--- src/rtl/imd_pkg.sv ---
package imd_pkg;

  typedef enum logic [2:0] {
    OP_MUL    = 3'd0,
    OP_MULH   = 3'd1,
    OP_MULHSU = 3'd2,
    OP_MULHU  = 3'd3,
    OP_DIV    = 3'd4,
    OP_DIVU   = 3'd5,
    OP_REM    = 3'd6,
    OP_REMU   = 3'd7
  } imd_op_e;

  typedef enum logic [1:0] {
    ST_IDLE  = 2'd0,
    ST_SETUP = 2'd1,
    ST_RUN   = 2'd2
  } imd_state_e;

  // Divide family occupies codes 4..7.
  function automatic logic op_is_div(imd_op_e o);
    return o[2];
  endfunction

  // First operand carries a sign.
  function automatic logic op_a_signed(imd_op_e o);
    return (o == OP_MULH) || (o == OP_MULHSU) || (o == OP_DIV) || (o == OP_REM);
  endfunction

  // Second operand carries a sign.
  function automatic logic op_b_signed(imd_op_e o);
    return (o == OP_MULH) || (o == OP_DIV) || (o == OP_REM);
  endfunction

endpackage

--- src/rtl/imd_prep.sv ---
// Converts the raw operands into magnitudes and records the sign fixes to
// apply once the iteration finishes.
module imd_prep
  import imd_pkg::*;
#(
  parameter int XLEN = 32
) (
  input  imd_op_e           op,
  input  logic [XLEN-1:0]   a,
  input  logic [XLEN-1:0]   b,
  output logic [XLEN-1:0]   mag_a,
  output logic [XLEN-1:0]   mag_b,
  output logic              neg_main,
  output logic              neg_rem
);
  logic sa, sb, b_zero;

  always_comb begin
    sa       = op_a_signed(op) & a[XLEN-1];
    sb       = op_b_signed(op) & b[XLEN-1];
    b_zero   = (b == '0);
    mag_a    = sa ? (~a + 1'b1) : a;
    mag_b    = sb ? (~b + 1'b1) : b;
    // A zero divisor leaves an all-ones quotient that must stay unsigned.
    neg_main = op_is_div(op) ? ((sa ^ sb) & ~b_zero) : (sa ^ sb);
    neg_rem  = op_is_div(op) & sa;
  end
endmodule

--- src/rtl/imd_mul_step.sv ---
// One shift-add multiply step: {hi,lo} holds partial product and multiplier.
module imd_mul_step #(
  parameter int XLEN = 32
) (
  input  logic [XLEN-1:0] hi,
  input  logic [XLEN-1:0] lo,
  input  logic [XLEN-1:0] mcand,
  output logic [XLEN-1:0] nx_hi,
  output logic [XLEN-1:0] nx_lo
);
  logic [XLEN:0] sum;

  always_comb begin
    sum   = {1'b0, hi} + (lo[0] ? {1'b0, mcand} : '0);
    nx_hi = sum[XLEN:1];
    nx_lo = {sum[0], lo[XLEN-1:1]};
  end
endmodule

--- src/rtl/imd_div_step.sv ---
// One restoring divide step: hi is the partial remainder, lo shifts the
// dividend out at the top and the quotient in at the bottom.
module imd_div_step #(
  parameter int XLEN = 32
) (
  input  logic [XLEN-1:0] hi,
  input  logic [XLEN-1:0] lo,
  input  logic [XLEN-1:0] dvsr,
  output logic [XLEN-1:0] nx_hi,
  output logic [XLEN-1:0] nx_lo
);
  logic [XLEN:0]   rem_sh;
  logic [XLEN-1:0] diff;
  logic            fits;

  always_comb begin
    rem_sh = {hi, lo[XLEN-1]};
    fits   = (rem_sh >= {1'b0, dvsr});
    diff   = rem_sh[XLEN-1:0] - dvsr;
    nx_hi  = fits ? diff : rem_sh[XLEN-1:0];
    nx_lo  = {lo[XLEN-2:0], fits};
  end
endmodule

--- src/rtl/imd_fixup.sv ---
// Applies the deferred sign corrections and selects the returned half.
module imd_fixup
  import imd_pkg::*;
#(
  parameter int XLEN = 32
) (
  input  imd_op_e           op,
  input  logic              neg_main,
  input  logic              neg_rem,
  input  logic [XLEN-1:0]   hi,
  input  logic [XLEN-1:0]   lo,
  output logic [XLEN-1:0]   res
);
  localparam int PW = 2 * XLEN;
  logic [PW-1:0]   prod;
  logic [XLEN-1:0] quo, rmd;

  always_comb begin
    prod = neg_main ? (~{hi, lo} + 1'b1) : {hi, lo};
    quo  = neg_main ? (~lo + 1'b1) : lo;
    rmd  = neg_rem  ? (~hi + 1'b1) : hi;
    unique case (op)
      OP_MUL:                       res = prod[XLEN-1:0];
      OP_MULH, OP_MULHSU, OP_MULHU: res = prod[PW-1:XLEN];
      OP_DIV, OP_DIVU:              res = quo;
      default:                      res = rmd;
    endcase
  end
endmodule

--- src/rtl/imd_unit.sv ---
module imd_unit
  import imd_pkg::*;
#(
  parameter int XLEN = 32
) (
  input  logic            clk,
  input  logic            rst_n,
  input  logic            start,
  input  logic [2:0]      op,
  input  logic [XLEN-1:0] opa,
  input  logic [XLEN-1:0] opb,
  output logic            busy,
  output logic            done,
  output logic [XLEN-1:0] result
);
  localparam int CW = $clog2(XLEN);
  localparam logic [CW-1:0] LAST = CW'(XLEN - 1);

  imd_state_e      state_q;
  imd_op_e         op_q;
  logic [XLEN-1:0] hi_q, lo_q, dv_q, res_q;
  logic [CW-1:0]   cnt_q;
  logic            neg_main_q, neg_rem_q, done_q;

  logic [XLEN-1:0] mag_a, mag_b;
  logic            neg_main_d, neg_rem_d;
  logic [XLEN-1:0] m_hi, m_lo, d_hi, d_lo, s_hi, s_lo, fix_res;

  imd_prep #(.XLEN(XLEN)) prep_i (
    .op(op_q), .a(lo_q), .b(dv_q),
    .mag_a(mag_a), .mag_b(mag_b),
    .neg_main(neg_main_d), .neg_rem(neg_rem_d)
  );

  imd_mul_step #(.XLEN(XLEN)) mul_i (
    .hi(hi_q), .lo(lo_q), .mcand(dv_q), .nx_hi(m_hi), .nx_lo(m_lo)
  );

  imd_div_step #(.XLEN(XLEN)) div_i (
    .hi(hi_q), .lo(lo_q), .dvsr(dv_q), .nx_hi(d_hi), .nx_lo(d_lo)
  );

  always_comb begin
    s_hi = op_is_div(op_q) ? d_hi : m_hi;
    s_lo = op_is_div(op_q) ? d_lo : m_lo;
  end

  imd_fixup #(.XLEN(XLEN)) fix_i (
    .op(op_q), .neg_main(neg_main_q), .neg_rem(neg_rem_q),
    .hi(s_hi), .lo(s_lo), .res(fix_res)
  );

  always_ff @(posedge clk or negedge rst_n) begin
    if (!rst_n) begin
      state_q    <= ST_IDLE;
      op_q       <= OP_MUL;
      hi_q       <= '0;
      lo_q       <= '0;
      dv_q       <= '0;
      cnt_q      <= '0;
      neg_main_q <= 1'b0;
      neg_rem_q  <= 1'b0;
      done_q     <= 1'b0;
      res_q      <= '0;
    end else begin
      done_q <= 1'b0;
      unique case (state_q)
        ST_IDLE: begin
          if (start) begin
            op_q    <= imd_op_e'(op);
            lo_q    <= opa;
            dv_q    <= opb;
            state_q <= ST_SETUP;
          end
        end
        ST_SETUP: begin
          hi_q       <= '0;
          lo_q       <= mag_a;
          dv_q       <= mag_b;
          neg_main_q <= neg_main_d;
          neg_rem_q  <= neg_rem_d;
          cnt_q      <= '0;
          state_q    <= ST_RUN;
        end
        ST_RUN: begin
          hi_q  <= s_hi;
          lo_q  <= s_lo;
          cnt_q <= cnt_q + 1'b1;
          if (cnt_q == LAST) begin
            state_q <= ST_IDLE;
            done_q  <= 1'b1;
            res_q   <= fix_res;
          end
        end
        default: state_q <= ST_IDLE;
      endcase
    end
  end

  assign busy   = (state_q != ST_IDLE);
  assign done   = done_q;
  assign result = res_q;
endmodule

--- config.mk ---
export PLATFORM = sky130hd
export DESIGN_NAME = imd_unit
export DESIGN_NICKNAME = d
export VERILOG_FILES = /design/src/rtl/imd_pkg.sv /design/src/rtl/imd_prep.sv /design/src/rtl/imd_mul_step.sv /design/src/rtl/imd_div_step.sv /design/src/rtl/imd_fixup.sv /design/src/rtl/imd_unit.sv
export SDC_FILE = /design/constraint.sdc
export NUM_CORES = 1
export LEC_CHECK = 0
export BUFFER_PORTS_ARGS = -buffer_cell sky130_fd_sc_hd__buf_2
export CAP_MARGIN = 0
export CORE_MARGIN = 10
export CORE_UTILIZATION = 45
export DETAILED_ROUTE_END_ITERATION = 8
export PLACE_DENSITY = 0.68
export SLEW_MARGIN = 15
export SYNTH_ARGS = -nofsm -noshare
export SYNTH_HDL_FRONTEND = slang
export SYNTH_HIERARCHICAL = 1
export SYNTH_SLANG_ARGS = --single-unit
--- constraint.sdc ---
create_clock -name clk -period 4.91 [get_ports clk]
set_input_delay 0.2455 -clock clk [delete_from_list [all_inputs] [get_ports clk]]
set_output_delay 0.2455 -clock clk [all_outputs]
set_load 0.02 [all_outputs]
==> flow_summary.toml <==
[outcome]
status = "complete, but fails checks"
failed_checks = "DRC, setup timing"

[worst_setup_path]
worstSetupPathType = "reg2reg"
required_ps = 5250
ff2ff_path_depth = 17
crit_path_end_kind = "register"
slowest_stage = "or4b_4"
crit_family = "simple AND/OR/NAND/NOR gates"
start_kind = "register"
cp_num_buf_inv = 1
cp.arrival_ps = 5500
reg2reg_slack_ps = -250
cp_num_cells = 17
crit_chain = "ha_4, a21oi_4, a211oi_2, or3_4, nor4b_4, and2b_2, buf_4, xor2_1, mux2_2, mux2_4, or3_4, or3_4, or4b_4, a221oi_2, a31oi_1, a211o_1, mux2_2"
critPathMaxStageDelay_ps = 510
worstPathMaxFanout = 4
cp_common_cell = "or3_4"

[clocking]
clock-sinks = 141
numCtsBuffers = 17
clockBufferDepth = 2
cts_tree = "done"
root_buffer = "clkbuf_16"
clk_pin_slew_ps = 60
clkLatencyLatePin_ps = 450
h-tree-depth = 4

[sta]
slew_viol_final = 0
fin_tns_setup_ps = -1360
tightest_slew_ps = 1240
slew_headroom_pct = 17.6
fin_crit_sh_pct = 105
finalHoldViolCount = 0
clock_skew_ps = 10.1
setup_viol = 10
setup_slack_ps = -254
min_period_ps = 5160
rsz0062_at_grt = "yes"
max_freq_mhz = 194

[synthesis]
syn_avg_cell_area_um2 = 8.37
yosys_register_bits = 141
synth-seq-area-share_pct = 22.1
ys_async_sr_fraction_pct = 100
synth.distinct_cells = 100
yosysTopAreaCellShare_pct = 22.1
yosys-top-cells-area = "dfrtp_1, mux2_2, ha_1, xnor2_1, a21oi_1"
synth_edf_count = 0
synth_common_cells = "dfrtp_1, a21oi_1, nand2_1"
synth_nets = 2056
synth_cells = 1910
yosys_warnings = 6
ys.flop_type = "dfrtp_1"
yosysTopAreaCell = "dfrtp_1"
syn-cell-area_um2 = 16000
synth.most_common_cell = "dfrtp_1"

[cells_and_area]
layout-drive-gt1-share_pct = 34.6
seqCellArea_um2 = 3530
design_area_um2 = 19900
multi_input_area_um2 = 11800
stdcell_count = 2670
final_nets = 2349
fillCellCount = 3193
utilization_pct = 57.3
area_growth_pct = 24.8
antenna-diode-count = 0

[routing]
avgViaCountPerCell = 6.10
drc = 6
detail-route-antenna-nets = 0
firstDrtPassIters = 9
drt-met1-wl_um = 25000
wirelength_um = 58900
dr.max_layer_used = "met4"
drt_iter0_drc = 1836
wire_per_inst_um = 22.1
num_vias = 16300
wl_met3_um = 3980
dr_wl_met2_um = 28000

[die]
fp.dieW_um = 208
fp-row-count = 68
die_y_um = 208
die_area_um2 = 43400
pin_count = 104
core_um2 = 34800
start_util_pct = 45.9

[placed_design]
dpl.hpwl_um = 45100
gp_congestion = 1.03
placed_cell_area_um2 = 18700
place_inst = 2627
port_buffers = 103

[job]
maxCapViolations = 0

[grt]
grt-ovfl-total = 0
track_usage_pct = 25.6
grt_max_degree = 98
grt_pass1_wl_um = 90100
grt_pass1_vias = 15800
antenna_found_initial = 0

[hold_path]
hold_depth = 2
holdCritPathClass = "in2reg"
==> per-stage QoR <==
| stage | hold WS, ps | worst slack, ps |
|---|---|---|
| 6_report | 25.6 | -254 |
| 3_5_place_dp | 459 | -433 |
| 3_3_place_gp | 452 | -324 |
| 2_1_floorplan | -50.1 | -267 |
| 5_1_grt | 29.1 | -341 |
| 4_1_cts | 10.9 | -184 |
==> kinds of logic after synthesis <==
| logic type | after synthesis | share of synthesized area (%) |
|---|---|---|
| compound gates | 545 | 23.6 |
| xor+xnor | 157 | 8.61 |
| fa+ha+maj | 76 | 6.05 |
| buf+inv | 257 | 8.37 |
| flops | 141 | 22.1 |
| mux | 180 | 13.0 |
| simple gates | 554 | 18.4 |
==> layout by cell type (no fill, tap or decap), types with 14 or more instances in the layout <==
cell       instances
dfrtp_1          140
ha_1              61
mux2_2            95
or3_1             16
a222oi_1          31
a21o_1            27
o21ai_1           48
nor4_1            14
nand3_1           30
inv_1             73
o31ai_1           16
a21oi_1          130
mux2_4            41
nand2_1          132
clkbuf_16         17
a22o_1            37
buf_2            102
mux2i_1           43
nor3_1            34
nand4_1           23
xnor2_1           90
buf_4            341
a31oi_1           17
o21ai_0           75
nor2_1           127
and2_1            41
xor2_1            65
==> path summary, 6_finish.rpt <==
kind	startpoint	end
setup / recovery	hi_q[6]$_DFFE_PN0N_	result[29]$_DFFE_PN0P_
setup reg to reg	hi_q[6]$_DFFE_PN0N_	result[29]$_DFFE_PN0P_
hold / removal	op[2]	op_q[2]$_DFFE_PN0P_
max in group asynchronous	rst_n	result[27]$_DFFE_PN0P_
hold reg to reg	result[14]$_DFFE_PN0P_	result[14]$_DFFE_PN0P_
min in group asynchronous	rst_n	dv_q[2]$_DFFE_PN0P_
==> sequential cells by signal (all words and copies together) (netlist names) <==
name / count
result: 32
done: 1
state_q: 2
hi_q: 32
neg_rem_q: 1
op_q: 3
dv_q: 32
neg_main_q: 1
cnt_q: 5
lo_q: 32
==> metal layers <==
layer,vias to the layer above,track usage [%]
li1,7592,-
met1,7885,32.3
met2,704,43.1
met3,110,3.98
met4,0,9.24
met5,-,0
==> worst reg2reg max path: stages, from the launching register on <==
cell	delay, ps
dfrtp_1	410
ha_4	280
a21oi_4	150
a211oi_2	90
or3_4	390
nor4b_4	430
and2b_2	320
buf_4	150
xor2_1	160
mux2_2	280
mux2_4	270
or3_4	380
or3_4	430
or4b_4	510
a221oi_2	230
a31oi_1	70
a211o_1	240
mux2_2	270
==> what timing repair did <==
item	CTS	global route
hold buffers	1	0
setup buffers	2	9
hold endpoints to repair	78	0
resized for setup	39	91
pin swaps	12	30
setup endpoints to repair	18	28
==> final cells by class <==
cell class	count	area share, %
multi-input cells	1512	59.1
repair buffers	453	16.1
clock inverters	8	0.477
well taps	455	2.85
inverters	78	1.52
flip-flops and latches	141	17.7
clock buffers	23	2.25
Power is not shown: default switching activity piles up to over one toggle a cycle in this logic, so the estimate is an artifact.
